## src/rtl/vpm_inreg_pkg.sv

```systemverilog
package vpm_inreg_pkg;

   localparam int EN_COUNT = 3;
   localparam int ENSEL_W  = 2;

   typedef enum logic [ENSEL_W-1:0] {
      ENSEL_E0  = 2'd0,
      ENSEL_E1  = 2'd1,
      ENSEL_E2  = 2'd2,
      ENSEL_ANY = 2'd3
   } ensel_e;

   // Resolve a register's load condition from the shared enables.
   function automatic logic pick_enable(input logic [EN_COUNT-1:0] ena,
                                        input logic [ENSEL_W-1:0]  sel);
      logic res;
      case (ensel_e'(sel))
         ENSEL_E0:  res = ena[0];
         ENSEL_E1:  res = ena[1];
         ENSEL_E2:  res = ena[2];
         default:   res = 1'b1;
      endcase
      return res;
   endfunction

endpackage

```

## src/rtl/vpm_opnd_stage.sv

```systemverilog
module vpm_opnd_stage
   import vpm_inreg_pkg::*;
#(
   parameter int W = 18
) (
   input  logic                clk,
   input  logic                aclr,
   input  logic [EN_COUNT-1:0] ena,
   input  logic [ENSEL_W-1:0]  ensel,
   input  logic                use_reg,
   input  logic [W-1:0]        mask,
   input  logic [W-1:0]        d,
   output logic [W-1:0]        q_out
);

   if (W < 1) begin : g_bad_w
      $error("vpm_opnd_stage: W must be positive");
   end

   logic         load;
   logic [W-1:0] q;

   assign load = pick_enable(ena, ensel);

   always_ff @(posedge clk or posedge aclr) begin
      if (aclr)      q <= '0;
      else if (load) q <= d;
   end

   assign q_out = (use_reg ? q : d) & mask;

   AST_HOLD_WHEN_OFF: assert property (@(posedge clk) disable iff (aclr)
      !load |=> $stable(q));

   AST_LOAD_CAPTURE: assert property (@(posedge clk) disable iff (aclr)
      load |=> (q == $past(d)));

endmodule

```

## src/rtl/vpm_inreg_lane.sv

```systemverilog
module vpm_inreg_lane
   import vpm_inreg_pkg::*;
#(
   parameter int W = 18
) (
   input  logic                clk,
   input  logic                aclr,
   input  logic [EN_COUNT-1:0] ena,
   input  logic [W-1:0]        act_mask,
   input  logic                casc_sel,
   input  logic                top_reg,
   input  logic                bot_reg,
   input  logic                dly_on,
   input  logic [ENSEL_W-1:0]  top_ensel,
   input  logic [ENSEL_W-1:0]  bot_ensel,
   input  logic [ENSEL_W-1:0]  dly_ensel,
   input  logic [W-1:0]        top_raw,
   input  logic [W-1:0]        bot_raw,
   input  logic [W-1:0]        casc_raw,
   output logic [W-1:0]        casc_tap,
   output logic [W-1:0]        mul_top,
   output logic [W-1:0]        mul_bot
);

   logic [W-1:0] top_src, bot_src, top_stage, bot_stage;

   // Top-leg source: general routing or cascade from the previous bank.
   assign top_src = (casc_sel ? casc_raw : top_raw) & act_mask;
   assign bot_src = bot_raw & act_mask;

   vpm_opnd_stage #(.W(W)) u_top (
      .clk(clk), .aclr(aclr), .ena(ena), .ensel(top_ensel),
      .use_reg(top_reg), .mask(act_mask), .d(top_src), .q_out(top_stage));

   vpm_opnd_stage #(.W(W)) u_bot (
      .clk(clk), .aclr(aclr), .ena(ena), .ensel(bot_ensel),
      .use_reg(bot_reg), .mask(act_mask), .d(bot_src), .q_out(bot_stage));

   // Delay stages sit after the cascade tap, so only the multiplier path moves.
   vpm_opnd_stage #(.W(W)) u_dly_top (
      .clk(clk), .aclr(aclr), .ena(ena), .ensel(dly_ensel),
      .use_reg(dly_on), .mask(act_mask), .d(top_stage), .q_out(mul_top));

   vpm_opnd_stage #(.W(W)) u_dly_bot (
      .clk(clk), .aclr(aclr), .ena(ena), .ensel(dly_ensel),
      .use_reg(dly_on), .mask(act_mask), .d(bot_stage), .q_out(mul_bot));

   assign casc_tap = top_stage;

   AST_LANE_IDLE_ZERO: assert property (@(posedge clk) disable iff (aclr)
      (act_mask == '0) |-> (casc_tap == '0 && mul_top == '0 && mul_bot == '0));

endmodule

```

## src/rtl/vpm_inreg_bank.sv

```systemverilog
module vpm_inreg_bank
   import vpm_inreg_pkg::*;
#(
   parameter  int NARROW = 18,
   parameter  int WIDE   = 27,
   localparam int CASC_W = 2 * NARROW
) (
   input  logic                clk,
   input  logic                aclr,
   input  logic [2:0]          ena,
   input  logic                mode_wide,
   input  logic                cfg_top_reg,
   input  logic                cfg_bot_reg,
   input  logic                cfg_dly,
   input  logic [1:0]          cfg_casc,
   input  logic [1:0]          cfg_top_ensel,
   input  logic [1:0]          cfg_bot_ensel,
   input  logic [1:0]          cfg_dly_ensel,
   input  logic [CASC_W-1:0]   top_data,
   input  logic [CASC_W-1:0]   bot_data,
   input  logic [CASC_W-1:0]   casc_in,
   output logic [CASC_W-1:0]   casc_out,
   output logic [CASC_W-1:0]   mult_top,
   output logic [CASC_W-1:0]   mult_bot
);

   localparam int NLANE = 2;

   if (WIDE <= NARROW || WIDE > CASC_W) begin : g_bad_width
      $error("vpm_inreg_bank: WIDE must exceed NARROW and fit two narrow lanes");
   end
   if (EN_COUNT != 3) begin : g_bad_en
      $error("vpm_inreg_bank: port list expects three enables");
   end

   logic              dly_on;
   logic [CASC_W-1:0] pk_casc [NLANE];
   logic [CASC_W-1:0] pk_top  [NLANE];
   logic [CASC_W-1:0] pk_bot  [NLANE];

   assign dly_on = cfg_dly & ~mode_wide;

   for (genvar i = 0; i < NLANE; i++) begin : g_lane
      localparam int LW = (i == 0) ? WIDE : NARROW;
      localparam int LO = (i == 0) ? 0 : NARROW;

      logic [LW-1:0] msk, ctap, mt, mb;

      if (i == 0) begin : g_msk_lo
         assign msk = mode_wide ? {LW{1'b1}} : LW'({NARROW{1'b1}});
      end else begin : g_msk_hi
         assign msk = mode_wide ? {LW{1'b0}} : {LW{1'b1}};
      end

      vpm_inreg_lane #(.W(LW)) u_lane (
         .clk(clk), .aclr(aclr), .ena(ena), .act_mask(msk),
         .casc_sel(cfg_casc[i]), .top_reg(cfg_top_reg), .bot_reg(cfg_bot_reg),
         .dly_on(dly_on), .top_ensel(cfg_top_ensel), .bot_ensel(cfg_bot_ensel),
         .dly_ensel(cfg_dly_ensel),
         .top_raw(top_data[LO +: LW]), .bot_raw(bot_data[LO +: LW]),
         .casc_raw(casc_in[LO +: LW]),
         .casc_tap(ctap), .mul_top(mt), .mul_bot(mb));

      assign pk_casc[i] = CASC_W'(ctap) << LO;
      assign pk_top[i]  = CASC_W'(mt) << LO;
      assign pk_bot[i]  = CASC_W'(mb) << LO;
   end

   always_comb begin
      casc_out = '0;
      mult_top = '0;
      mult_bot = '0;
      for (int k = 0; k < NLANE; k++) begin
         casc_out = casc_out | pk_casc[k];
         mult_top = mult_top | pk_top[k];
         mult_bot = mult_bot | pk_bot[k];
      end
   end

   AST_WIDE_UPPER_ZERO: assert property (@(posedge clk) disable iff (aclr)
      mode_wide |-> (mult_top[CASC_W-1:WIDE] == '0 && mult_bot[CASC_W-1:WIDE] == '0
                     && casc_out[CASC_W-1:WIDE] == '0));

   AST_TAP_MATCHES_MULT: assert property (@(posedge clk) disable iff (aclr)
      !dly_on |-> (casc_out == mult_top));

endmodule

```

## config.mk

```make
export PLATFORM = sky130hd
export DESIGN_NAME = vpm_inreg_bank
export DESIGN_NICKNAME = d
export VERILOG_FILES = /design/src/rtl/vpm_inreg_pkg.sv /design/src/rtl/vpm_opnd_stage.sv /design/src/rtl/vpm_inreg_lane.sv /design/src/rtl/vpm_inreg_bank.sv
export SDC_FILE = /design/constraint.sdc
export NUM_CORES = 1
export LEC_CHECK = 0
export BUFFER_PORTS_ARGS = -buffer_cell sky130_fd_sc_hd__buf_2
export CAP_MARGIN = 25
export CORE_UTILIZATION = 50
export CTS_BUF_LIST = sky130_fd_sc_hd__clkbuf_4 sky130_fd_sc_hd__clkbuf_8
export DETAILED_ROUTE_END_ITERATION = 7
export PLACE_DENSITY = 0.76
export SKIP_LAST_GASP = 1
export SLEW_MARGIN = 5
export SYNTH_ARGS = -nofsm -noshare
export SYNTH_HDL_FRONTEND = slang
export SYNTH_SLANG_ARGS = --single-unit
```

## constraint.sdc

```tcl
create_clock -name clk -period 11.66 [get_ports clk]
set_clock_uncertainty 0.1 [all_clocks]
set_input_delay 0.583 -clock clk [delete_from_list [all_inputs] [get_ports clk]]
set_output_delay 0.583 -clock clk [all_outputs]
set_load 0.01 [all_outputs]
```

==> results of run 1 <==
worst reg2reg max path: stages, from the launching register on:
cell and delay [ps]:
dfrtp_1 340, nor2b_1 50, a211oi_1 550, mux2_2 270
sequential cells by signal (all words and copies together), names as in the netlist:
signal	flops
g_lane.u_lane.u_dly_top.q	36
g_lane.u_lane.u_top.q	45
g_lane.u_lane.u_bot.q	45
g_lane.u_lane.u_dly_bot.q	36
power breakdown:
part           internal, mW  switching, mW  total, mW  leakage (nW)
registers             0.638         0.0381      0.676          2.01
logic                 0.198          0.180      0.378          3.20
clock network         0.230          0.208      0.438         0.218
final timing paths:
path                                                      start                               end  slack [ps]  depth (start not counted)
min in group clk                                    bot_data[9]       g_lane[0].u_lane.u_bot.q[9]         280                          2
max in group asynchronous                                  aclr      g_lane[1].u_lane.u_top.q[12]        9870                          3
worst max-delay path                                  mode_wide                       mult_bot[3]        8360                          4
worst min-delay path                                       aclr   g_lane[0].u_lane.u_dly_bot.q[0]         190                          2
worst max register to register     g_lane[1].u_lane.u_top.q[15]  g_lane[1].u_lane.u_dly_top.q[15]       10310                          3
worst min register to register  g_lane[0].u_lane.u_dly_bot.q[6]   g_lane[0].u_lane.u_dly_bot.q[6]         390                          1
cell type report:
cell class                      count  area share, %
Antenna cell                        1         0.0226
Clock buffer                       21           2.50
Clock inverter                     11           1.37
Inverter                           23          0.825
Multi-Input combinational cell    541           44.6
Sequential cell                   162           36.6
Tap cell                          234           2.64
Timing Repair Buffer              241           11.4
layer usage:
metal | routed length, um | share of wire [%] | vias up | GRT usage (%)
li1 | - | - | 3190 | -
met1 | 9570 | 47 | 3258 | 28.2
met2 | 9570 | 47 | 157 | 35.3
met3 | 833 | 4.1 | 17 | 3.84
met4 | 267 | 1.3 | 0 | 6.29
met5 | 0 | 0 | - | 0
cell families after synthesis:
| family | Yosys count | share of synthesized area, % |
|---|---|---|
| AOI/OAI and AO/OA | 64 | 4.92 |
| and+or+nand+nor | 157 | 8.42 |
| buffers and inverters | 112 | 6.53 |
| muxes | 320 | 38.0 |
| DFF | 162 | 42.2 |
metrics by stage:
step	utilization [%]	cells	total power, mW	worst slack (ps)	area, sq um
final	59.0	1234	1.49	8360	11100
after global routing	59.0	1233	1.57	8190	11100
after CTS	58.8	1231	1.51	8060	11000
after detailed placement	56.5	1199	1.07	8060	10600
after floorplan	-	815	0.961	6600	9620
after global placement	56.5	1199	1.06	8120	10600
cells in the final DEF (no fill, tap or decap):
master        n
clkinv_2      2
o21ai_0       8
nor2b_1      37
inv_2         1
a21o_1        9
o2bb2ai_1     1
nand2_1      26
mux2_2      224
buf_12        1
mux2i_4       3
clkinv_4      3
nand2b_2      1
a211oi_1     28
a211o_1       9
nand2b_1     19
nand3_1       9
nor2_1       47
or2_2         1
diode_2       1
mux2i_1      57
clkbuf_8     19
inv_1        20
dfrtp_1     162
inv_6         3
clkinvlp_4    1
mux2_4       25
nor3b_1       8
buf_4         8
buf_2       231
mux2_1       11
clkbuf_4      2
nand3b_1      9
clkinv_1      1
bufinv_16     3
buf_16        1
o211ai_1      9
==> summary.md, run 1 <==
| Metric | Value |
|---|---|
| RePlAce Congestion | roughly 0.76 |
| Top post-synthesis cells by area | dfrtp_1 42%, mux2_2 26%, mux2i_1 5.9% |
| Max Freq | 303 MHz |
| FP Rows | 50 |
| Post-CTS Setup Bufs | 0 |
| Buffers & Inverters on Critical Path | 2 |
| HPWL after DPL | 13600 um |
| H-tree levels | 4 |
| Largest net degree at the start of global routing | 95 |
| Final critical path time including I/O delays and setup | 3300 ps |
| Max-slew headroom | 34.3% |
| Commonest cells post-synth | 224 x mux2_2, 162 x dfrtp_1, 57 x mux2i_1 |
| First-pass DRT Iterations | 4 |
| Critical path type | primary input to output port |
| Reg area | 4050 sq um |
| Via count | 6622 |
| Count of flip-flops with a built-in enable after synthesis | 0 |
| Die area | 19800 sq um |
| Period utilization | 28.3% |
| HP Class | primary input to async pin |
| First-pass GRT wire length | 33100 um |
| Crit path capture type | output port |
| Sequential area share after synthesis | 42.2% |
| Vias in the first global route | 6511 |
| CTS tree | done |
| # nets final | between 1k and 1.5k |
| Area leader, netlist | dfrtp_1 |
| Async SR Flop Fraction | 100% |
| Fin. Hold Viols | 0 |
| Global-route usage over all layers | 21.2% |
| Antenna Nets Post-Route | 0 |
| Cells after Synth | 815 |
| Layout cells sized above 1 | 53.0% |
| CP max stage cell | nand2b_2 |
| Cell variety after synth | 31 |
| Cell Chain, Critical Path | buf_4 -> nand2b_2 -> mux2_2 -> buf_2 |
| Clock slew at the register clock pins of the worst setup and hold paths | approximately 90 ps |
| Slew Viols, Final | 0 |
| Syn_area_per_cell | 11.8 sq um |
| Largest delay share family, worst path | simple AND/OR/NAND/NOR gates |
| Io pins | roughly 230 |
| DR vias/cell | 5.37 |
| VDD IR max | 0.0000791 V |
| Filler instances | approximately 1.6k |
| Setup Viol. Count Final | 0 |
| Power Density | 135 nW/um^2 |
| P&R area growth vs syn | 15.2% |
| Drt wl/cell | 16.4 um |
| Die height | 141 um |
| Hold-fix buffers, CTS | 0 |
| Leak | 5.42 nW |
| Post-CTS sizing | 0 |
| Hold WS | 190 ps |
| Die span in x | 141 um |
| Multi-input gate area | slightly below 5000 sq um |
| Initial DRC Count | approximately 240 |
| GRT overflow | 0 |
| Unrepaired setup endpoints after global routing | false |
| Clock Path Buffers | 2 |
| Root Buffer | clkbuf_8 |
| Num CTS Buffers | 17 |
| Top FF cell, synth | dfrtp_1 |
| Setup_tns | 0 ps |
| Syn. warnings | 0 |
| Worst setup SP type | primary input |
| Remaining DRCs | 0 |
| Arr. time, crit path | approximately 2600 ps |
| Yosys top cell area share | 42.2% |
| MaxCap Viol Count | 0 |
| Clock sinks | 162 |
| Drt total wl | 20200 um |
| Post-Syn Area | 9620 sq um |
| Slowest stage delay, CP | 890 ps |
| Crit-path max FO | 74 |
| Initial antenna violation count | 1 |
| Status | finished clean |
| Worst-Margin Slew | between 900 and 1000 ps |
| Port Buf Inserts | 232 |
| Required time of the critical path | 10980 ps |
| Net Count, Synth | 940 |
| Total core area | 18800 sq um |
| Flops & latches, synth | 162 |
| Clock Latency Late Sink | roughly 440 ps |
| Cell with the most instances after synthesis | mux2_2 |
| Starting Density | 51.2% |
Power figures use the tool's default switching activity.
==> inputs of run 2 (changes only) <==
--- a/config.mk
+++ b/config.mk
@@ -5,12 +5,13 @@
 export SDC_FILE = /design/constraint.sdc
 export NUM_CORES = 1
 export LEC_CHECK = 0
+export ABC_AREA = 1
 export BUFFER_PORTS_ARGS = -buffer_cell sky130_fd_sc_hd__buf_2
 export CAP_MARGIN = 25
 export CORE_UTILIZATION = 50
 export CTS_BUF_LIST = sky130_fd_sc_hd__clkbuf_4 sky130_fd_sc_hd__clkbuf_8
 export DETAILED_ROUTE_END_ITERATION = 7
-export PLACE_DENSITY = 0.76
+export PLACE_DENSITY = 0.8
 export SKIP_LAST_GASP = 1
 export SLEW_MARGIN = 5
 export SYNTH_ARGS = -nofsm -noshare
==> constraint.sdc (replaced) <==
create_clock -name clk -period 2.93 [get_ports clk]
set_clock_uncertainty 0.1 [all_clocks]
set_input_delay 0.1465 -clock clk [delete_from_list [all_inputs] [get_ports clk]]
set_output_delay 0.1465 -clock clk [all_outputs]
set_load 0.01 [all_outputs]
==> summary.md, run 2 <==
| Metric | Value |
|---|---|
| Slew Viols, Final | 0 (unchanged) |
| Final critical path time including I/O delays and setup | 1980 ps |
| Arr. time, crit path | 1730 ps (-890 ps) |
| PnR worst setup slack | 952 ps (-7410 ps) |
| Global-route usage over all layers | 28.3% (+7.1 points) |
| Worst-Margin Slew | 826 ps (-159 ps) |
| Setup Viol. Count Final | 0 (unchanged) |
| Largest delay share family, worst path | buffers and inverters |
| Post-CTS Setup Bufs | 0 (unchanged) |
| Critical path type | primary input to output port |
| Remaining DRCs | 4 (+4) |
| Dpl cells | 1759 (+47%) |
| Root Buffer | clkbuf_8 |
| Max-slew headroom | 44.9% (+11 points) |
| Die span in x | 139 um (-1.2%) |
| CTS tree | done |
| Buffers & Inverters on Critical Path | 3 (+1) |
| Diodes inserted | 0 (-1) |
| Power Density | 513 nW/um^2 (+280%) |
| Io pins | 233 (unchanged) |
| Total stage count of the critical path | 8 (+4) |
| Crit-path max FO | 28 (-62%) |
| Top FF cell, synth | dfrtp_1 |
| Cell Chain, Critical Path | buf_2 -> clkinv_1 -> nand2_1 -> nand3_1 -> nand2_1 -> nand3_1 -> nand3_1 -> buf_2 |
| Most frequent cells in the layout | 599 x nand2_1, 232 x buf_2, 162 x dfrtp_1 |
| Top flop regs | g_lane.u_lane.u_bot.q (45), g_lane.u_lane.u_top.q (45) |
| Fin. Hold Viols | 0 (unchanged) |
| Most common cell after layout, fill and taps aside | nand2_1 |
| Crit path capture type | output port |
| Worst r2r path cells | 6 (+3) |
| Cells after Synth | 1395 (+71%) |
| HP Class | primary input to register |
| Largest net degree at the start of global routing | 92 (-3.2%) |
| Flops & latches, synth | 162 (unchanged) |
| DR vias/cell | 5.20 (-3.1%) |
| Failing checks | design-rule violations |
| Worst setup SP type | primary input |
| HPWL after DPL | 16900 um (+24%) |
| Starting Density | 51.6% (+0.32 points) |
| Total core area | 18200 sq um (-3.0%) |
| Top post-synthesis cells by area | dfrtp_1 43%, nand2_1 24%, o21ai_0 6.1% |
| Max Freq | 506 MHz |
| Area leader, netlist | dfrtp_1 |
| Commonest cells post-synth | 599 x nand2_1, 162 x dfrtp_1, 118 x nor2_1 |
| Die area | 19300 sq um (-2.3%) |
| # nets final | 1775 (+60%) |
| Yosys top cell area share | 43.2% (+1.0 points) |
| Clock sinks | 162 (unchanged) |
| Async SR Flop Fraction | 100% (unchanged) |
| Cell with the most instances after synthesis | nand2_1 |
| Setup_tns | 0 ps (unchanged) |
| First-pass DRT Iterations | 8 (+4) |
| Port Buf Inserts | 232 (unchanged) |
| Non-Filler Instances | 1892 (+53%) |
| H-tree levels | 4 (unchanged) |
| MaxCap Viol Count | 0 (unchanged) |
| First-pass GRT wire length | 43900 um (+33%) |
| Total power | 6.04 mW (+300%) |
| Cell variety after synth | 23 (-26%) |
| Clock Path Buffers | 2 (unchanged) |
| Drt total wl | 27000 um (+33%) |
| Place WS | 1000 ps (-7060 ps) |
| Layout cells sized above 1 | 17.7% (-35 points) |
| FP Rows | 49 (-2.0%) |
| Slowest stage delay, CP | 450 ps (-440 ps) |
| Clock Latency Late Sink | 450 ps (about the same) |
| Syn_area_per_cell | 6.73 sq um (-43%) |
| Vias in the first global route | 9266 (+42%) |
| Status | complete, but fails checks |
| Num CTS Buffers | 17 (unchanged) |
| VDD IR max | 0.000290 V (+270%) |
| Initial antenna violation count | 0 (-1) |
| Drt wl/cell | 14.3 um (-13%) |
| Period utilization | 67.5% |
| Net Count, Synth | 1520 (+62%) |
| Required time of the critical path | 2680 ps (-8300 ps) |
| Initial DRC Count | 953 (+310%) |
| Leak | 6.47 nW (+19%) |
| Most used cell, CP | nand3_1 |
| Post-Syn Area | 9390 sq um (-2.4%) |
| CP max stage cell | clkinv_1 |
| Clock slew at the register clock pins of the worst setup and hold paths | 80 ps (about the same) |
| Sequential area share after synthesis | 43.2% (+1.0 points) |
| Via count | 9841 (+49%) |
| Antenna Nets Post-Route | 0 (unchanged) |
| Count of flip-flops with a built-in enable after synthesis | 0 (unchanged) |
| Syn. warnings | 0 (unchanged) |
| Unrepaired setup endpoints after global routing | false |
| P&R area growth vs syn | 25.4% |
| Die height | 139 um (-1.2%) |
| GRT overflow | 0 (unchanged) |
| Post-CTS sizing | 0 (unchanged) |
| WHS Path Cells | 5 |
| RePlAce Congestion | 0.905 (+20%) |
-- run 2: changes by cell type after synthesis, sizes merged, moves of 28 or more --
cell	delta
nor2b	-37
inv	+81
nand2	+576
o21ai	+141
a211oi	-28
a21oi	+40
nor2	+71
mux2	-260
nand3	+87
mux2i	-60
-- run 2: report_power, final --
part	switching, mW	total, mW	internal (mW)
sequential	0.131	2.65	2.52
clock	0.806	1.88	1.07
combinational	0.936	1.51	0.577
-- run 2: per-stage QoR --
step / instance area [sq um] / utilization, % / hold WS (ps)
floorplan: 9390 / - / 191
global placement: 10300 / 56.6 / 68.4
detailed placement: 10300 / 56.6 / 71.2
CTS: 11800 / 64.7 / 2.85
global route: 11800 / 64.7 / 36.5
finish: 11800 / 64.7 / 39.1
-- run 2: logic make-up after synthesis --
| family | after synthesis | synth area share (%) |
|---|---|---|
| flops | 162 | 43.2 |
| simple gates | 817 | 34.4 |
| buf+inv | 218 | 11.6 |
| compound gates | 198 | 10.8 |
-- run 2: path summary, 6_finish.rpt --
| path | start | end | slack, ps |
|---|---|---|---|
| max | cfg_casc[1] | mult_top[26] | 950 |
| max in group asynchronous | aclr | g_lane[1].u_lane.u_dly_top.q[6] | 1730 |
| min reg2reg | g_lane[0].u_lane.u_bot.q[14] | g_lane[0].u_lane.u_bot.q[14] | 380 |
| min | casc_in[19] | g_lane[0].u_lane.u_top.q[19] | 40 |
| max reg2reg | g_lane[1].u_lane.u_bot.q[13] | g_lane[1].u_lane.u_dly_bot.q[13] | 1810 |
| min in group asynchronous | aclr | g_lane[0].u_lane.u_dly_bot.q[11] | 170 |
-- run 2: cell type report --
| class | instances | area (sq um) |
|---|---|---|
| Clock buffer | 22 | 278 |
| Tap cell | 229 | 287 |
| Clock inverter | 10 | 181 |
| Sequential cell | 162 | 4050 |
| Multi-Input combinational cell | 1015 | 4240 |
| Fill cell | 1586 | 6430 |
| Timing Repair Buffer | 350 | 2340 |
| Inverter | 104 | 399 |
-- run 2: timing repair --
| action | in CTS | in global routing |
|---|---|---|
| hold buffers | 101 | 0 |
| endpoints found under the setup margin | 0 | 0 |
| hold endpoints to repair | 182 | 0 |
-- run 2: layer usage --
layer | GRT usage [%] | routed length [um]
met1 | 36.2 | 11100
met2 | 48.3 | 13200
met3 | 4.56 | 2000
met4 | 10.4 | 634
met5 | 0 | 0
-- run 2: worst min-delay path, cell delays in order --
cell and delay, ps:
buf_2 90, inv_1 70, nand2_1 50, nand3_1 100, a21oi_1 70
==> inputs of run 3 (changes only) <==
==> constraint.sdc (replaced) <==
create_clock -name clk -period 1.8 [get_ports clk]
set_clock_uncertainty 0.1 [all_clocks]
set_input_delay 0.09 -clock clk [delete_from_list [all_inputs] [get_ports clk]]
set_output_delay 0.09 -clock clk [all_outputs]
set_load 0.01 [all_outputs]
==> summary.md, run 3 (synthesis gave the netlist of run 2 again) <==
| Metric | Value |
|---|---|
| Status | complete, but fails checks |
| Failing checks | design-rule violations |
| Starting Density | 51.6% (unchanged) |
| Largest net degree at the start of global routing | 91 (-1.1%) |
| Final critical path time including I/O delays and setup | 1780 ps |
| Remaining DRCs | 9 (+5) |
| Worst setup SP type | primary input |
| Die height | 139 um (unchanged) |
| First-pass DRT Iterations | 8 (unchanged) |
| Hold Startpoint | top_data[33] |
| Fin. Hold Viols | 0 (unchanged) |
| P&R area growth vs syn | 30.6% |
| FF-to-FF End | g_lane[0].u_lane.u_dly_top.q[3] |
| Most common cell after layout, fill and taps aside | nand2_1 |
| Leak | 6.68 nW (+3.2%) |
| Cell Chain, Critical Path | dlygate4sd3_1 -> buf_2 -> nand2_1 -> nand2_1 -> o21ai_1 -> o21ai_0 -> buf_2 |
| Die area | 19300 sq um (unchanged) |
| Top flop regs | g_lane.u_lane.u_bot.q (45), g_lane.u_lane.u_top.q (45) |
| Max Freq | between 500 and 600 MHz |
| First-pass GRT wire length | 44300 um (+0.93%) |
| Max-slew headroom | 56.6% (+12 points) |
| Slew Viols, Final | 0 (unchanged) |
| Root Buffer | clkbuf_8 |
| FF-to-FF Start | g_lane[0].u_lane.u_top.q[3] |
| Required time of the critical path | 1610 ps (-1070 ps) |
| Drt total wl | 27300 um (+1.1%) |
| Port Buf Inserts | 232 (unchanged) |
| RePlAce Congestion | 0.942 (+4.1%) |
| FP Rows | 49 (unchanged) |
| Vias in the first global route | 9138 (-1.4%) |
| Worst-Margin Slew | 649 ps (-177 ps) |
| Setup Viol. Count Final | 0 (unchanged) |
| CP Capture Point | mult_top[3] |
| Global-route usage over all layers | 28.6% (+0.31 points) |
| First element of the critical path | top_data[3] |
| Power Density | 829 nW/um^2 (+62%) |
| Clock Latency Late Sink | 460 ps (about the same) |
| Unrepaired setup endpoints after global routing | false |
| Drt wl/cell | 14.1 um (-0.85%) |
| Period utilization | 99.0% |
| Total core area | 18200 sq um (unchanged) |
| Initial antenna violation count | 0 (unchanged) |
| Multi-input gate area | 4240 sq um (unchanged) |
| VDD IR max | 0.000427 V (+47%) |
| Filler instances | 1508 (-4.9%) |
| Crit-path max FO | 3 (-89%) |
| Clock Path Buffers | 2 (unchanged) |
| Antenna Nets Post-Route | 0 (unchanged) |
| DP Area | 10500 sq um (+2.1%) |
| Slowest stage delay, CP | 530 ps (+80 ps) |
| # nets final | 1812 (+2.1%) |
| Io pins | 233 (unchanged) |
| CP max stage cell | dlygate4sd3_1 |
| GRT overflow | 0 (unchanged) |
| Initial DRC Count | 892 (-6.4%) |
| Clock sinks | 162 (unchanged) |
| Post-CTS Setup Bufs | 0 (unchanged) |
| Arr. time, crit path | 1590 ps (-140 ps) |
| Die span in x | 139 um (unchanged) |
| Critical path type | primary input to output port |
| Worst r2r path cells | 4 (-2) |
| Most frequent cells in the layout | 599 x nand2_1, 232 x buf_2, 162 x dfrtp_1 |
| HP Class | primary input to register |
| MaxCap Viol Count | 0 (unchanged) |
| Final Instance Area | 12300 sq um (+4.1%) |
| Clock slew at the register clock pins of the worst setup and hold paths | 80 ps (about the same) |
| Layout cells sized above 1 | 18.2% (+0.44 points) |
| H-tree levels | 4 (unchanged) |
| Crit path capture type | output port |
| HPWL after DPL | 17100 um (+0.79%) |
| Num CTS Buffers | 17 (unchanged) |
| Diodes inserted | 0 (unchanged) |
| Via count | 10.0k (+1.8%) |
| R2r setup slk | 590 ps (-1220 ps) |
| CTS tree | done |
| DR vias/cell | 5.19 (-0.13%) |
| Reg area | 4050 sq um (unchanged) |
| Hold WS | 49.3 ps (+10.2 ps) |
-- run 3: cell count changes in the layout (fill, tap and decap cells not counted), sizes merged, moves of 2 or more --
cell         previous run  this run
buf                   249       263
clkbuf                 22        19
clkinv                  5         7
dlygate4sd3           101       124
-- run 3: report_power, final --
part           internal [mW]  leakage, nW  switching [mW]
clock network           1.87        0.250            1.40
registers               4.09         2.03           0.224
logic                   1.03         4.40            1.54
-- run 3: repair_timing --
| item | CTS | global route |
|---|---|---|
| hold endpoints to repair | 158 | 0 |
| setup endpoints to repair | 0 | 4 |
| hold buffers | 124 | 0 |
| resized for setup | 0 | 3 |
-- run 3: area by class of cell --
type	instances	share of cell area, %
inverters	104	3.26
well taps	229	2.34
repair buffers	387	22.7
clock buffers	19	2.13
flip-flops and latches	162	33.1
clock inverters	13	1.88
multi-input cells	1015	34.6
-- run 3: routing by layer --
layer | vias up | wire, um | track usage (%)
met5 | - | 0 | 0
met1 | 4656 | 11600 | 37.3
li1 | 4898 | - | -
met3 | 68 | 1610 | 3.73
met4 | 0 | 751 | 11.8
met2 | 398 | 13300 | 48.0
-- run 3: worst max-delay path, delay by kind of cell --
family                 cells  cell delay [ps]
and+or+nand+nor            2              110
buffers and inverters      3              810
AOI/OAI and AO/OA          2              570
-- run 3: how the worst min path moves through the flow --
stage / endpoint / slack (ps) / depth (start not counted)
2_1_floorplan: g_lane[0].u_lane.u_bot.q[0] / 130 / 2
3_3_place_gp: g_lane[0].u_lane.u_dly_bot.q[13] / 100 / 2
3_5_place_dp: g_lane[0].u_lane.u_dly_bot.q[13] / 110 / 2
4_1_cts: g_lane[0].u_lane.u_dly_top.q[6] / 7 / 5
5_1_grt: g_lane[1].u_lane.u_dly_top.q[15] / 60 / 7
6_report: g_lane[1].u_lane.u_dly_top.q[15] / 50 / 7
-- run 3: through the flow --
| stage | worst slack (ps) | setup TNS [ps] | utilization, % | cells | power (mW) |
|---|---|---|---|---|---|
| floorplan | -447 | -72380 | - | 1395 | 5.92 |
| global placement | 361 | 0 | 57.8 | 1773 | 6.61 |
| detailed placement | 327 | 0 | 57.8 | 1773 | 6.67 |
| CTS | 26.9 | 0 | 67.3 | 1929 | 10.2 |
| global route | 8.72 | 0 | 67.3 | 1929 | 10.7 |
| finish | 17.7 | 0 | 67.3 | 1929 | 10.2 |
